===== src/rtl/cfg_bank_pkg.sv =====
// Package: shared address map, power-mode encoding and per-channel record
// for the shadowed configuration bank.
// Assumes 8-bit addresses and 8-bit data on the byte access side.
package cfg_bank_pkg;

    localparam int ADDR_W = 8;
    localparam int DATA_W = 8;

    localparam logic [ADDR_W-1:0] ADR_PORT   = 8'h00;
    localparam logic [ADDR_W-1:0] ADR_IDENT  = 8'h01;
    localparam logic [ADDR_W-1:0] ADR_GRADE  = 8'h02;
    localparam logic [ADDR_W-1:0] ADR_CHSEL  = 8'h05;
    localparam logic [ADDR_W-1:0] ADR_PWR    = 8'h08;
    localparam logic [ADDR_W-1:0] ADR_DCS    = 8'h09;
    localparam logic [ADDR_W-1:0] ADR_CLKDIV = 8'h0B;
    localparam logic [ADDR_W-1:0] ADR_COMMIT = 8'hFF;

    typedef enum logic [1:0] {
        PWR_RUN  = 2'b00,
        PWR_OFF  = 2'b01,
        PWR_STBY = 2'b10,
        PWR_DRST = 2'b11
    } pwr_mode_e;

    typedef struct packed {
        logic      pin_en;
        logic      pin_stby;
        pwr_mode_e mode;
    } chan_cfg_t;

    localparam chan_cfg_t CHAN_CFG_RST = '{pin_en: 1'b0, pin_stby: 1'b0, mode: PWR_RUN};

endpackage


===== src/rtl/cfg_port_reg.sv =====
// Module: immediate-effect port configuration register.
// Stores the shift-order and soft-reset flags, each taken as the OR of its
// two mirrored bit positions. The soft-reset flag clears itself one cycle
// after it is set, because a set flag drives the bank-wide clear.
// Assumes the caller decodes the address into wr_hit.
module cfg_port_reg (
    input  logic       clk,
    input  logic       rst_n,
    input  logic       wr_hit,
    input  logic [6:1] wr_bits,
    output logic       lsb_first,
    output logic       soft_rst,
    output logic [7:0] rd_val
);

    // Flag storage: a set soft-reset flag clears everything on the next edge.
    always_ff @(posedge clk) begin
        if (!rst_n || soft_rst) begin
            lsb_first <= 1'b0;
            soft_rst  <= 1'b0;
        end else if (wr_hit) begin
            lsb_first <= wr_bits[6] | wr_bits[1];
            soft_rst  <= wr_bits[5] | wr_bits[2];
        end
    end

    // Mirrored read image, symmetric under bit reversal.
    always_comb begin
        rd_val = {1'b0, lsb_first, soft_rst, 2'b11, soft_rst, lsb_first, 1'b0};
    end

    assert_srst_pulse_R6: assert property (@(posedge clk) disable iff (!rst_n)
        soft_rst |=> (!soft_rst && !lsb_first));

endmodule


===== src/rtl/cfg_chan_slice.sv =====
// Module: one channel's power-mode register as a shadow/active pair.
// The shadow copy takes masked writes; the active copy loads the shadow copy
// on commit. clr is the bank-wide soft reset and wins over everything.
// Assumes wr_hit is already qualified by address and by the channel mask.
module cfg_chan_slice
    import cfg_bank_pkg::*;
(
    input  logic      clk,
    input  logic      rst_n,
    input  logic      clr,
    input  logic      wr_hit,
    input  chan_cfg_t wr_val,
    input  logic      commit,
    output chan_cfg_t shadow,
    output chan_cfg_t active
);

    // Shadow copy: written only when this channel is selected.
    always_ff @(posedge clk) begin
        if (!rst_n || clr) begin
            shadow <= CHAN_CFG_RST;
        end else if (wr_hit) begin
            shadow <= wr_val;
        end
    end

    // Active copy: loaded from the shadow copy on commit.
    always_ff @(posedge clk) begin
        if (!rst_n || clr) begin
            active <= CHAN_CFG_RST;
        end else if (commit) begin
            active <= shadow;
        end
    end

    assert_active_hold_R7: assert property (@(posedge clk) disable iff (!rst_n)
        (!commit && !clr) |=> $stable(active));

    assert_commit_copy_R8: assert property (@(posedge clk) disable iff (!rst_n)
        (commit && !clr) |=> (active == $past(shadow)));

    assert_masked_write_R9: assert property (@(posedge clk) disable iff (!rst_n)
        (!wr_hit && !clr) |=> $stable(shadow));

endmodule


===== src/rtl/cfg_glob_reg.sv =====
// Module: global stabilizer-enable and clock-divider registers as
// shadow/active pairs. Writes are not masked by the channel selection.
// Assumes the caller decodes the two write hits.
module cfg_glob_reg #(
    parameter int DIV_W = 3
) (
    input  logic             clk,
    input  logic             rst_n,
    input  logic             clr,
    input  logic             wr_dcs,
    input  logic             wr_div,
    input  logic [DIV_W-1:0] wr_bits,
    input  logic             commit,
    output logic             dcs_shadow,
    output logic [DIV_W-1:0] div_shadow,
    output logic             dcs_active,
    output logic [DIV_W-1:0] div_active
);

    // Shadow copies: updated by their own address hits.
    always_ff @(posedge clk) begin
        if (!rst_n || clr) begin
            dcs_shadow <= 1'b0;
            div_shadow <= '0;
        end else begin
            if (wr_dcs) dcs_shadow <= wr_bits[0];
            if (wr_div) div_shadow <= wr_bits;
        end
    end

    // Active copies: loaded on commit.
    always_ff @(posedge clk) begin
        if (!rst_n || clr) begin
            dcs_active <= 1'b0;
            div_active <= '0;
        end else if (commit) begin
            dcs_active <= dcs_shadow;
            div_active <= div_shadow;
        end
    end

    assert_glob_hold_R7: assert property (@(posedge clk) disable iff (!rst_n)
        (!commit && !clr) |=> ($stable(dcs_active) && $stable(div_active)));

    assert_glob_copy_R8: assert property (@(posedge clk) disable iff (!rst_n)
        (commit && !clr) |=> (div_active == $past(div_shadow) && dcs_active == $past(dcs_shadow)));

endmodule


===== src/rtl/cfg_shadow_bank.sv =====
// Module: top of the shadowed configuration bank. Decodes byte accesses,
// holds the channel-select mask, generates one power-mode slice per channel,
// forms the registered read data and resolves the control outputs.
// Assumes at most one access per cycle and NUM_CH <= 8.
module cfg_shadow_bank
    import cfg_bank_pkg::*;
#(
    parameter int          NUM_CH  = 2,
    parameter int          DIV_W   = 3,
    parameter logic [7:0]  CHIP_ID = 8'h23,
    parameter logic [2:0]  GRADE   = 3'b001
) (
    input  logic                  clk,
    input  logic                  rst_n,
    input  logic [ADDR_W-1:0]     addr,
    input  logic                  wr_en,
    input  logic [DATA_W-1:0]     wr_data,
    input  logic                  rd_en,
    output logic [DATA_W-1:0]     rd_data,
    input  logic                  pdwn_pin,
    output logic                  lsb_first_o,
    output logic                  dcs_en_o,
    output logic [DIV_W:0]        clk_div_ratio_o,
    output logic [2*NUM_CH-1:0]   pwr_state_o
);

    localparam logic [NUM_CH-1:0] CHSEL_RST = '1;
    localparam logic [7:0]        GRADE_IMG = {1'b0, GRADE, 4'b0000};

    logic                  soft_rst;
    logic [7:0]            port_img;
    logic [NUM_CH-1:0]     chsel;
    logic                  commit;
    logic                  wr_port, wr_chsel, wr_pwr, wr_dcs, wr_div;
    chan_cfg_t             wr_chan;
    chan_cfg_t             shadow [NUM_CH];
    chan_cfg_t             active [NUM_CH];
    chan_cfg_t             rd_chan;
    logic                  dcs_shadow, dcs_active;
    logic [DIV_W-1:0]      div_shadow, div_active;
    logic [DATA_W-1:0]     rd_next;

    // Write decode: soft reset blocks every write for its one cycle.
    always_comb begin
        wr_port  = wr_en && !soft_rst && (addr == ADR_PORT);
        wr_chsel = wr_en && !soft_rst && (addr == ADR_CHSEL);
        wr_pwr   = wr_en && !soft_rst && (addr == ADR_PWR);
        wr_dcs   = wr_en && !soft_rst && (addr == ADR_DCS);
        wr_div   = wr_en && !soft_rst && (addr == ADR_CLKDIV);
        commit   = wr_en && !soft_rst && (addr == ADR_COMMIT) && wr_data[0];
        wr_chan  = '{pin_en: wr_data[7], pin_stby: wr_data[5],
                     mode: pwr_mode_e'(wr_data[1:0])};
    end

    cfg_port_reg u_port (
        .clk       (clk),
        .rst_n     (rst_n),
        .wr_hit    (wr_port),
        .wr_bits   (wr_data[6:1]),
        .lsb_first (lsb_first_o),
        .soft_rst  (soft_rst),
        .rd_val    (port_img)
    );

    // Channel-select mask: acts immediately, not shadowed.
    always_ff @(posedge clk) begin
        if (!rst_n || soft_rst) begin
            chsel <= CHSEL_RST;
        end else if (wr_chsel) begin
            chsel <= wr_data[NUM_CH-1:0];
        end
    end

    // One shadow/active slice and one power resolver per channel.
    for (genvar ch = 0; ch < NUM_CH; ch++) begin : g_chan
        cfg_chan_slice u_slice (
            .clk    (clk),
            .rst_n  (rst_n),
            .clr    (soft_rst),
            .wr_hit (wr_pwr && chsel[ch]),
            .wr_val (wr_chan),
            .commit (commit),
            .shadow (shadow[ch]),
            .active (active[ch])
        );

        // Pin override when enabled, otherwise the committed mode.
        always_comb begin
            if (active[ch].pin_en && pdwn_pin) begin
                pwr_state_o[2*ch +: 2] = active[ch].pin_stby ? PWR_STBY : PWR_OFF;
            end else begin
                pwr_state_o[2*ch +: 2] = active[ch].mode;
            end
        end
    end

    cfg_glob_reg #(.DIV_W(DIV_W)) u_glob (
        .clk        (clk),
        .rst_n      (rst_n),
        .clr        (soft_rst),
        .wr_dcs     (wr_dcs),
        .wr_div     (wr_div),
        .wr_bits    (wr_data[DIV_W-1:0]),
        .commit     (commit),
        .dcs_shadow (dcs_shadow),
        .div_shadow (div_shadow),
        .dcs_active (dcs_active),
        .div_active (div_active)
    );

    // Global control outputs from the active copies.
    always_comb begin
        dcs_en_o        = dcs_active;
        clk_div_ratio_o = {1'b0, div_active} + 1'b1;
    end

    // Per-channel read source: lowest selected channel, channel 0 if none.
    always_comb begin
        rd_chan = shadow[0];
        for (int ch = NUM_CH - 1; ch >= 0; ch--) begin
            if (chsel[ch]) rd_chan = shadow[ch];
        end
    end

    // Read multiplexer over the supported address map.
    always_comb begin
        rd_next = '0;
        unique case (addr)
            ADR_PORT:   rd_next = port_img;
            ADR_IDENT:  rd_next = CHIP_ID;
            ADR_GRADE:  rd_next = GRADE_IMG;
            ADR_CHSEL:  rd_next[NUM_CH-1:0] = chsel;
            ADR_PWR:    rd_next = {rd_chan.pin_en, 1'b0, rd_chan.pin_stby, 3'b000, rd_chan.mode};
            ADR_DCS:    rd_next[0] = dcs_shadow;
            ADR_CLKDIV: rd_next[DIV_W-1:0] = div_shadow;
            default:    rd_next = '0;
        endcase
    end

    // Registered read data, held between reads.
    always_ff @(posedge clk) begin
        if (!rst_n) begin
            rd_data <= '0;
        end else if (rd_en) begin
            rd_data <= rd_next;
        end
    end

    assert_ident_R3: assert property (@(posedge clk) disable iff (!rst_n)
        (rd_en && addr == ADR_IDENT) |=> (rd_data == CHIP_ID));

    assert_grade_R4: assert property (@(posedge clk) disable iff (!rst_n)
        (rd_en && addr == ADR_GRADE) |=> (rd_data == GRADE_IMG));

    assert_rd_hold_R1: assert property (@(posedge clk) disable iff (!rst_n)
        !rd_en |=> $stable(rd_data));

    assert_srst_defaults_R6: assert property (@(posedge clk) disable iff (!rst_n)
        soft_rst |=> (chsel == CHSEL_RST && clk_div_ratio_o == 1 && !dcs_en_o));

endmodule


===== config.mk =====
export PLATFORM = sky130hd
export DESIGN_NAME = cfg_shadow_bank
export DESIGN_NICKNAME = d
export VERILOG_FILES = /design/src/rtl/cfg_bank_pkg.sv /design/src/rtl/cfg_port_reg.sv /design/src/rtl/cfg_chan_slice.sv /design/src/rtl/cfg_glob_reg.sv /design/src/rtl/cfg_shadow_bank.sv
export SDC_FILE = /design/constraint.sdc
export NUM_CORES = 1
export LEC_CHECK = 0
export BUFFER_PORTS_ARGS = -buffer_cell sky130_fd_sc_hd__clkbuf_2
export CAP_MARGIN = 20
export CORE_ASPECT_RATIO = 1.25
export CORE_MARGIN = 1.5
export CORE_UTILIZATION = 39
export CTS_CLUSTER_SIZE = 40
export DETAILED_ROUTE_END_ITERATION = 6
export HOLD_SLACK_MARGIN = 0.08
export MAX_ROUTING_LAYER = met4
export PLACE_DENSITY = 0.69
export SLEW_MARGIN = 10
export SYNTH_ARGS = -nofsm -noshare
export SYNTH_HDL_FRONTEND = slang
export SYNTH_HIERARCHICAL = 1
export SYNTH_SLANG_ARGS = --single-unit

===== constraint.sdc =====
create_clock -name clk -period 2.52 [get_ports clk]
set_input_delay 0.504 -clock clk [delete_from_list [all_inputs] [get_ports clk]]
set_output_delay 0.504 -clock clk [all_outputs]
set_load 0.05 [all_outputs]

==> results of run 1 <==
[worst max path at each step]
stage,startpoint,slack [ns],endpoint,cells after the start
3_5_place_dp,addr[4],0.12,u_glob/div_shadow[0]$_SDFFE_PP0P_,6
3_3_place_gp,addr[4],0.14,u_glob/div_shadow[2]$_SDFFE_PP0P_,6
5_1_grt,addr[4],0.36,u_glob/div_shadow[0]$_SDFFE_PP0P_,6
4_1_cts,addr[4],0.44,u_glob/div_shadow[0]$_SDFFE_PP0P_,6
6_report,addr[4],0.43,u_glob/div_shadow[0]$_SDFFE_PP0P_,6
2_1_floorplan,addr[4],0.34,u_glob/div_shadow[0]$_SDFFE_PP0P_,5
[synth_stat cells (3+ instances only)]
| master | count |
|---|---|
| nor2b_1 | 5 |
| nand4_1 | 3 |
| clkbuf_2 | 7 |
| a21boi_0 | 3 |
| o21ai_0 | 7 |
| nand2_1 | 8 |
| a21oi_1 | 3 |
| nand2b_1 | 8 |
| mux2i_1 | 29 |
| mux2_2 | 3 |
| nor2_1 | 33 |
| and3_1 | 4 |
| inv_1 | 3 |
| nor3_1 | 3 |
| nand3_1 | 3 |
| nor4_1 | 5 |
| buf_4 | 8 |
| clkbuf_1 | 5 |
| dfxtp_1 | 36 |
[cell families (layout without fill, tap and decap cells)]
kind of cell / Yosys count / after routing
other: 2 / 4
adders and majority gates: 1 / 1
muxes: 32 / 32
DFF: 36 / 36
and+or+nand+nor: 81 / 81
AOI/OAI and AO/OA: 23 / 23
buffers and inverters: 25 / 50
xor gates and xnor gates: 1 / 1
[power breakdown]
group          internal [mW]  total [mW]  switching [mW]  leakage, nW
combinational         0.0240      0.0738          0.0498        0.451
sequential             0.571       0.572         0.00109        0.290
clock                  0.192       0.405           0.213       0.0479
[registers in the layout, summed over array words and instances, names as in the netlist]
name	cells
chsel	2
g_chan.u_slice/active	8
g_chan.u_slice/shadow	8
rd_data	8
u_glob/dcs_active	1
u_glob/dcs_shadow	1
u_glob/div_active	3
u_glob/div_shadow	3
u_port/lsb_first	1
u_port/soft_rst	1
[routing by layer]
layer | up-vias | share of wire | routed length, um
li1 | 740 | - | -
met1 | 665 | 0.44 | 1574
met2 | 27 | 0.51 | 1824
met3 | 6 | 0.042 | 152
met4 | 0 | 0.013 | 48
met5 | - | 0 | 0
[layout make-up]
class                   instances  area (um2)
clock inverters                 3       18.77
clock buffers                   5       68.82
fillers                       472        2369
repair buffers                 39       202.7
well taps                      58       72.57
flip-flops and latches         36       720.7
inverters                       3       11.26
multi-input cells             142       962.2
[metrics by stage]
| step | util | instances |
|---|---|---|
| floorplan | - | 203 |
| global placement | 0.4450 | 278 |
| detailed placement | 0.4450 | 278 |
| CTS | 0.4648 | 286 |
| global route | 0.4648 | 286 |
| finish | 0.4648 | 286 |
[critical path, stage by stage]
cell	delay [ns]
clkbuf_2	0.10
or4_4	0.58
or4_4	0.50
nor2_1	0.30
mux2i_1	0.24
nor2_1	0.05
[layout by cell type, fill, tap and decap left out, drive strengths merged, types with 5 or more instances in the layout]
master | Yosys | layout
o21ai | 7 | 7
nand2b | 8 | 8
nor4 | 6 | 6
clkbuf | 12 | 41
nor2 | 33 | 33
dfxtp | 36 | 36
nor2b | 5 | 5
mux2i | 29 | 29
nand2 | 8 | 8
==> flow_summary_export.csv, run 1 <==
group,metric,value,unit
worst_setup_path,r2r_end,"g_chan[0].u_slice/active[0]$_SDFFE_PP0P_",
cts,ctsResizeCount,0,
routing,wl,3599,um
cts,h-tree-depth,2,
synthesis,syn-mean-instance-area,8.970,um2
cts,clock_sinks,36,
cells_and_area,finish.instance_area,0.002057,mm2
timing,setup_ws,0.4288,ns
cells_and_area,nets,249,
die,fp.dieArea,0.005043,mm2
worst_setup_path,r2r.worst_path.cells,5,
global_routing,globalRouteTotalUtil,0.1544,
synthesis,seq_area_frac_synth,0.3997,
worst_setup_path,reg2reg_from,"u_port/soft_rst$_SDFFE_PP0P_",
global_routing,gr-usage-met1,0.1714,
synthesis,synth_xor_area_frac,0.004858,
routing,drtAntennaViolNets,0,
synthesis,yosys_most_used_dff,"dfxtp_1",
routing,drt_iter0_drc,70,
power,power,1.051,mW
power,leakage,0.7890,nW
die,ios,39,
timing,fmax,478.2,MHz
synthesis,synth.mux.area_fraction,0.1797,
synthesis,synth_area_leaders,"dfxtp_1 40%, mux2i_1 16%, nor2_1 6.9%",
worst_hold_path,min_path_cells,3,
synthesis,ys_seq_elements,36,
timing,skew,0.01191,ns
cts,postCtsHoldBufs,0,
die,dieWidth,63.82,um
cts,cts_buffers,5,
die,die_h,79.02,um
global_routing,met2_usage,0.2635,
routing,vias_per_cell,5.028,
placed_design,dpl_cell_area,0.001969,mm2
placed_design,dp_hpwl,2769,um
die,fp-row-count,27,
synthesis,synth_cells,201,
worst_hold_path,whs_endpoint,"u_glob/div_shadow[2]$_SDFFE_PP0P_",
placed_design,gp_congestion,0.7912,
synthesis,synth-simple-area-share,0.2464,
synthesis,yosysUniqueCellTypes,38,
global_routing,grt_pass1_vias,1335,
timing,worst_hold_slack,0.4609,ns
global_routing,met3_usage,0.04533,
global_routing,busiest_layer,"met2",
die,start_util,0.4074,
routing,drt-wirelength-per-cell,12.58,um
cts,cts_max_path_buffers,2,
timing,min_period,2.091,ns
worst_setup_path,path_max_fanout,5,
cts,cts_setup_buffers,0,
routing,vias,1438,
cells_and_area,layout-drive-gt1-share,0.2456,
synthesis,syn_area,0.001803,mm2
routing,drc,0,
cells_and_area,syn2layout_area_growth,14.09,%
global_routing,grt_antenna_before_repair,0,
worst_setup_path,r2r_slack,0.77,ns
placed_design,pre_cts_ws,0.1234,ns
cts,cts.clk_slew.worst_paths,0.08,ns
timing,fin_tns_setup,0,ns
synthesis,synth_top_family_by_area,"simple AND/OR/NAND/NOR gates",
worst_hold_path,hp-start,"wr_data[2]",
cts,insertion_delay,0.30,ns
timing,setup_violations,0,
timing,slew_viol_final,0,
die,core-area,0.004425,mm2
worst_setup_path,arrival,2.28,ns
power,p_per_area,510.9,mW/mm2
timing,final-hold-violation-count,0,
timing,min_period_over_period,0.8298,
worst_setup_path,worst_ep_required_time,2.71,ns
synthesis,synth_edf_count,0,
routing,drtPass1Iterations,4,
worst_setup_path,cp-start-kind,"input pin",
synthesis,yosys_warnings,6,
flow_run,maxCapViolCount,0,
global_routing,grt_start_max_net_pins,15,
worst_hold_path,worst_hold_path_type,"input pin to flop",
synthesis,synth_compound_area_frac,0.08397,
placed_design,port-buffer-count,36,
global_routing,overflow,0,
worst_setup_path,path_class,"input pin to flop",
cells_and_area,antenna_cells,0,
synthesis,synth_area_leader_cell,"dfxtp_1",
synthesis,synth_fa_ha_area_frac,0.006940,
outcome,status,"finished clean",
synthesis,yosysTopAreaCellShare,0.3997,
power,vdd_drop_max,0.0002872,V
worst_setup_path,endpoint_kind,"flop",
synthesis,async_flop_share,0,
cts,tritoncts,"built",
global_routing,grt_pass1_wl,5913,um
cts,cts_root_buffer,"clkbuf_8",
timing,rsz0062_at_grt,"no",
Power figures use the tool's default switching activity.
==> run 2, diff against run 1 <==
ABC_AREA = 1   (was not set)
clock period = 2.1 ns   (was 2.52 ns; I/O delays follow)
==> flow_summary_export.csv, run 2 <==
group,metric,value,unit
cts,cts_buffers,5,
power,p_per_area,596.5,mW/mm2
routing,wl,3825,um
worst_setup_path,crit_end,"clk_div_ratio_o[2]",
timing,slew_viol_final,0,
global_routing,overflow,0,
global_routing,grt_start_max_net_pins,16,
synthesis,seq_area_frac_synth,0.3905,
synthesis,synth_fa_ha_area_frac,0.006780,
worst_setup_path,worst-path-stages,3,
synthesis,syn_area,0.001846,mm2
routing,drtPass1Iterations,4,
timing,fmax,591.7,MHz
routing,drc,0,
placed_design,gp_congestion,0.8997,
cts,postCtsHoldBufs,0,
synthesis,synth_xor_area_frac,0.004746,
outcome,status,"finished clean",
worst_setup_path,cpLargestDelayFamily,"flip-flops",
die,start_util,0.4107,
worst_setup_path,arrival,1.27,ns
worst_setup_path,cp-start-kind,"flop",
synthesis,yosys.cell_count.top_type,"nand2_1",
flow_run,maxCapViolCount,0,
die,die_h,79.91,um
timing,setup_violations,0,
worst_setup_path,r2r_end,"u_glob/div_shadow[2]$_SDFFE_PP0P_",
timing,min_period,1.690,ns
cts,insertion_delay,0.28,ns
power,power,1.276,mW
routing,vias_per_cell,4.633,
synthesis,synth_cells,280,
cts,cts_setup_buffers,0,
timing,fin_tns_setup,0,ns
cells_and_area,layout-drive-gt1-share,0.1950,
worst_setup_path,slowest_stage,"dfxtp_1",
timing,min_period_over_period,0.8048,
worst_setup_path,critPathBufInv,1,
power,leakage,0.9374,nW
cts,cts_max_path_buffers,2,
global_routing,globalRouteTotalUtil,0.1697,
placed_design,port-buffer-count,36,
timing,slew_headroom,0.6700,
synthesis,yosys_warnings,6,
cts,cts.clk_slew.worst_paths,0.07,ns
power,vdd_drop_max,0.0004582,V
global_routing,grt_antenna_before_repair,0,
synthesis,synth_top_family_by_area,"simple AND/OR/NAND/NOR gates",
die,dieWidth,64.53,um
worst_setup_path,r2r_slack,0.47,ns
routing,drt_iter0_drc,80,
die,core-area,0.004493,mm2
timing,skew,0.003796,ns
timing,rsz0062_at_grt,"no",
synthesis,ys_seq_elements,36,
routing,vias,1742,
cells_and_area,final_cell_mix,"111 x nand2_1, 36 x dfxtp_1, 36 x clkbuf_2, 29 x a21oi_1, 28 x inv_1",
worst_setup_path,crit_start,"u_glob/div_active[0]$_SDFFE_PP0P_",
die,ios,39,
cells_and_area,antenna_cells,0,
synthesis,async_flop_share,0,
synthesis,synth_compound_area_frac,0.1132,
synthesis,synth_area_leader_cell,"dfxtp_1",
synthesis,netlist_top_cells_count,"111 x nand2_1, 36 x dfxtp_1, 29 x a21oi_1, 28 x inv_1, 17 x nor2_1",
timing,tightestPinTransition,0.4912,ns
worst_setup_path,crit_path_max_incr_delay,0.36,ns
synthesis,synth_edf_count,0,
worst_setup_path,reg2reg_from,"u_port/soft_rst$_SDFFE_PP0P_",
cells_and_area,final_common_cell,"nand2_1",
die,fp.dieArea,0.005156,mm2
synthesis,syn-mean-instance-area,6.591,um2
synthesis,synth-simple-area-share,0.3681,
worst_hold_path,worst_hold_path_type,"input pin to flop",
worst_setup_path,path_cells,"ha_1, xor2_1, clkbuf_2",
worst_setup_path,path_max_fanout,3,
global_routing,grt_pass1_wl,6768,um
routing,drt-wirelength-per-cell,10.17,um
synthesis,synth_area_leaders,"dfxtp_1 39%, nand2_1 23%, a21oi_1 7.9%",
timing,final-hold-violation-count,0,
cts,cts_root_buffer,"clkbuf_8",
cts,clock_sinks,36,
cells_and_area,syn2layout_area_growth,15.86,%
die,fp-row-count,27,
placed_design,dp_hpwl,2985,um
cts,tritoncts,"built",
routing,drtAntennaViolNets,0,
cts,h-tree-depth,2,
cells_and_area,top_regs,"g_chan.u_slice/active: 8 flops, g_chan.u_slice/shadow: 8 flops, rd_data: 8 flops",
worst_setup_path,worst_ep_required_time,1.68,ns
global_routing,grt_pass1_vias,1614,
worst_setup_path,path_class,"flop to output port",
synthesis,synth.mux.area_fraction,0,
synthesis,yosys_most_used_dff,"dfxtp_1",
worst_setup_path,endpoint_kind,"output port",
cells_and_area,nets,339,
synthesis,yosysTopAreaCellShare,0.3905,
cts,ctsResizeCount,0,
synthesis,yosysUniqueCellTypes,26,
cells_and_area,fillers,470,
worst_setup_path,r2r.worst_path.cells,6,
run 2: metal layers:
layer | global-route usage | part of all wire
met5 | - | 0
met4 | 0.06170 | 0.014
met3 | 0.03385 | 0.038
met2 | 0.2938 | 0.48
met1 | 0.1941 | 0.47
run 2: final cells by class:
type / count / area (um2) / share of cell area
clock buffer: 8 / 90.09 / 0.04213
multi-input combinational: 201 / 930.9 / 0.4353
timing repair buffer: 37 / 187.7 / 0.08777
tap: 58 / 72.57 / 0.03394
inverter: 36 / 136.4 / 0.06378
sequential: 36 / 720.7 / 0.3370
run 2: how the worst min path moves through the flow:
stage | from | to | cells past startpoint
after detailed placement | g_chan[0].u_slice/active[3]$_SDFFE_PP0P_ | g_chan[0].u_slice/active[3]$_SDFFE_PP0P_ | 2
after floorplan | g_chan[0].u_slice/active[1]$_SDFFE_PP0P_ | g_chan[0].u_slice/active[1]$_SDFFE_PP0P_ | 2
final | wr_data[6] | u_port/lsb_first$_SDFFE_PP0P_ | 3
after CTS | wr_data[6] | u_port/lsb_first$_SDFFE_PP0P_ | 3
after global placement | u_glob/dcs_active$_SDFFE_PP0P_ | u_glob/dcs_active$_SDFFE_PP0P_ | 2
after global routing | wr_data[6] | u_port/lsb_first$_SDFFE_PP0P_ | 3
run 2: metrics by stage:
stage	instances	utilization	hold slack, ns	area (um2)	worst slack [ns]
6_report	376	0.4759	0.3539	2138	0.4099
5_1_grt	376	0.4759	0.3587	2138	0.3551
4_1_cts	376	0.4759	0.3535	2138	0.4085
3_5_place_dp	368	0.4559	0.4523	2048	0.3175
3_3_place_gp	368	0.4559	0.4490	2048	0.3447
2_1_floorplan	282	-	0.4410	1859	0.2396
run 2: worst reg2reg max path, delay by kind of cell (launching register included):
family	cells	cell delay, ns
compound gates	1	0.06
buf+inv	2	0.28
simple gates	3	0.77
flops	1	0.40
run 2: cells by family (layout without fill, tap and decap cells):
family,after synthesis,count (layout)
AND/OR/NAND/NOR,157,157
buffers and inverters,45,81
AO/OA/AOI/OAI,38,38
flip-flops,36,36
other,2,4
adder cells (fa/ha/maj),1,1
XOR/XNOR,1,1
run 2: where the power goes:
group          switching, mW  total (mW)  internal, mW
logic                 0.0646      0.0911        0.0265
registers            0.00138       0.686         0.685
clock network          0.231       0.498         0.267
total                  0.297        1.28         0.979
==> run 3, diff against run 2 <==
ABC_AREA = 0   (was 1)
clock period = 1.7 ns   (was 2.1 ns; I/O delays follow)
==> flow_summary_export.csv, run 3 (synthesis gave the netlist of run 1 again) <==
group,metric,value,unit
outcome,status,"finished, violations left",
outcome,violations,"setup timing",
cells_and_area,top_regs,"g_chan.u_slice/active: 8 flops, g_chan.u_slice/shadow: 8 flops, rd_data: 8 flops",
cts,h-tree-depth,2,
timing,final-hold-violation-count,0,
worst_setup_path,arrival,1.88,ns
timing,slew_viol_final,0,
cts,cts_setup_buffers,0,
cts,cts_root_buffer,"clkbuf_8",
routing,wl,3825,um
cts,cts_buffers,5,
timing,setup_ws,-0.005491,ns
cts,clock_sinks,36,
placed_design,dp_cells,291,
placed_design,dpl_cell_area,0.002074,mm2
worst_setup_path,cpLargestDelayFamily,"simple AND/OR/NAND/NOR gates",
global_routing,grt_pass1_wl,6251,um
routing,drc,0,
routing,drt_iter0_drc,54,
cells_and_area,layout-drive-gt1-share,0.3112,
worst_setup_path,slowest_stage,"or4_4",
power,power,1.798,mW
timing,skew,0.004088,ns
cts,postCtsHoldBufs,0,
die,start_util,0.4074,
flow_run,maxCapViolCount,0,
routing,drt-wirelength-per-cell,12.79,um
global_routing,grt_antenna_before_repair,0,
routing,drtAntennaViolNets,0,
timing,setup_violations,1,
die,dieWidth,63.82,um
timing,rsz0062_at_grt,"yes",
die,ios,39,
routing,vias,1483,
timing,fmax,586.3,MHz
power,leakage,0.8692,nW
worst_hold_path,worst_hold_path_type,"input pin to flop",
worst_setup_path,crit_path_max_incr_delay,0.54,ns
die,die_h,79.02,um
worst_setup_path,endpoint_kind,"flop",
cells_and_area,finish.instance_area,0.002223,mm2
worst_setup_path,cp-start-kind,"input pin",
cts,insertion_delay,0.29,ns
cts,cts.clk_slew.worst_paths,0.07,ns
worst_setup_path,critPathMostFrequentCell,"or4_4",
cts,tritoncts,"built",
die,core-area,0.004425,mm2
cells_and_area,final_common_cell,"dfxtp_1",
timing,fin_tns_setup,-0.005491,ns
routing,drtPass1Iterations,4,
cells_and_area,final_cells,299,
worst_setup_path,path_max_fanout,3,
routing,vias_per_cell,4.960,
timing,min_period_over_period,1.003,
placed_design,port-buffer-count,36,
timing,min_period,1.705,ns
power,p_per_area,808.8,mW/mm2
global_routing,overflow,0,
worst_setup_path,worst_ep_required_time,1.87,ns
cells_and_area,syn2layout_area_growth,23.32,%
global_routing,grt_pass1_vias,1432,
power,vdd_drop_max,0.0007056,V
cells_and_area,antenna_cells,0,
worst_setup_path,path_cells,"buf_6, or4_4, or4_4, nor2_4, mux2i_1, nor2_1",
worst_setup_path,path_class,"input pin to flop",
worst_setup_path,critPathBufInv,1,
cts,cts_max_path_buffers,2,
global_routing,grt_start_max_net_pins,15,
placed_design,dp_hpwl,2965,um
cells_and_area,nets,262,
cells_and_area,final_cell_mix,"36 x dfxtp_1, 35 x clkbuf_2, 31 x nor2_1, 29 x mux2i_1, 16 x buf_4",
placed_design,gp_congestion,0.8547,
global_routing,globalRouteTotalUtil,0.1658,
die,fp.dieArea,0.005043,mm2
die,fp-row-count,27,
## run 3: changes by cell type in the layout (fill, tap and decap cells not counted), sizes merged, moves of 8 or more
| cell | before | now |
|---|---|---|
| nand2b | 0 | 8 |
| nor2 | 23 | 33 |
| nand3 | 17 | 3 |
| a21oi | 30 | 3 |
| inv | 35 | 3 |
| nand2 | 111 | 8 |
| buf | 1 | 17 |
| mux2i | 0 | 29 |
## run 3: path summary, 6_finish.rpt
| check | startpoint | endpoint | slack, ns | cells past startpoint |
|---|---|---|---|---|
| max | addr[6] | u_glob/div_shadow[0]$_SDFFE_PP0P_ | -0.005 | 6 |
| min | wr_data[7] | g_chan[1].u_slice/shadow[3]$_SDFFE_PP0P_ | 0.31 | 3 |
| max reg2reg | u_port/soft_rst$_SDFFE_PP0P_ | u_glob/div_active[2]$_SDFFE_PP0P_ | 0.18 | 5 |
| min reg2reg | rd_data[0]$_SDFFE_PN0P_ | rd_data[0]$_SDFFE_PN0P_ | 0.46 | 1 |
## run 3: metal layers
| metal | vias to the layer above | routed length (um) | track usage |
|---|---|---|---|
| met5 | - | 0 | - |
| met3 | 6 | 156 | 0.05524 |
| met1 | 688 | 1723 | 0.1839 |
| met2 | 24 | 1899 | 0.2760 |
| li1 | 765 | - | - |
| met4 | 0 | 46 | 0.06087 |
## run 3: power by group
group,switching (mW),total (mW),internal [mW]
registers,0.00165,0.848,0.846
clock network,0.296,0.813,0.517
logic,0.0821,0.138,0.0558
total,0.379,1.80,1.42
## run 3: what timing repair did
| action | 4_1_cts | 5_1_grt |
|---|---|---|
| endpoints found under the setup margin | 9 | 12 |
| pin swaps | 0 | 6 |
| resized for setup | 3 | 3 |
## run 3: cell type report
cell class	count	area (um2)
well taps	58	72.57
repair buffers	52	306.5
fillers	449	2202
clock inverters	1	30.03
multi-input cells	142	985.9
inverters	3	11.26
clock buffers	7	96.34
flip-flops and latches	36	720.7
## run 3: stage by stage
step	utilization	worst slack, ns	hold WS (ns)
finish	0.5024	-0.005491	0.3142
global route	0.5024	-0.06276	0.3258
CTS	0.4990	-0.03599	0.3004
detailed placement	0.4688	-0.3505	0.4578
global placement	0.4688	-0.3456	0.4521
floorplan	-	-0.1946	0.4544
## run 3: worst reg2reg max path, stage by stage, from the launching register on
cell and delay [ns]:
dfxtp_1 0.37, nand3b_1 0.23, nor4_2 0.26, buf_4 0.28, mux2i_1 0.22, nor2_1 0.05
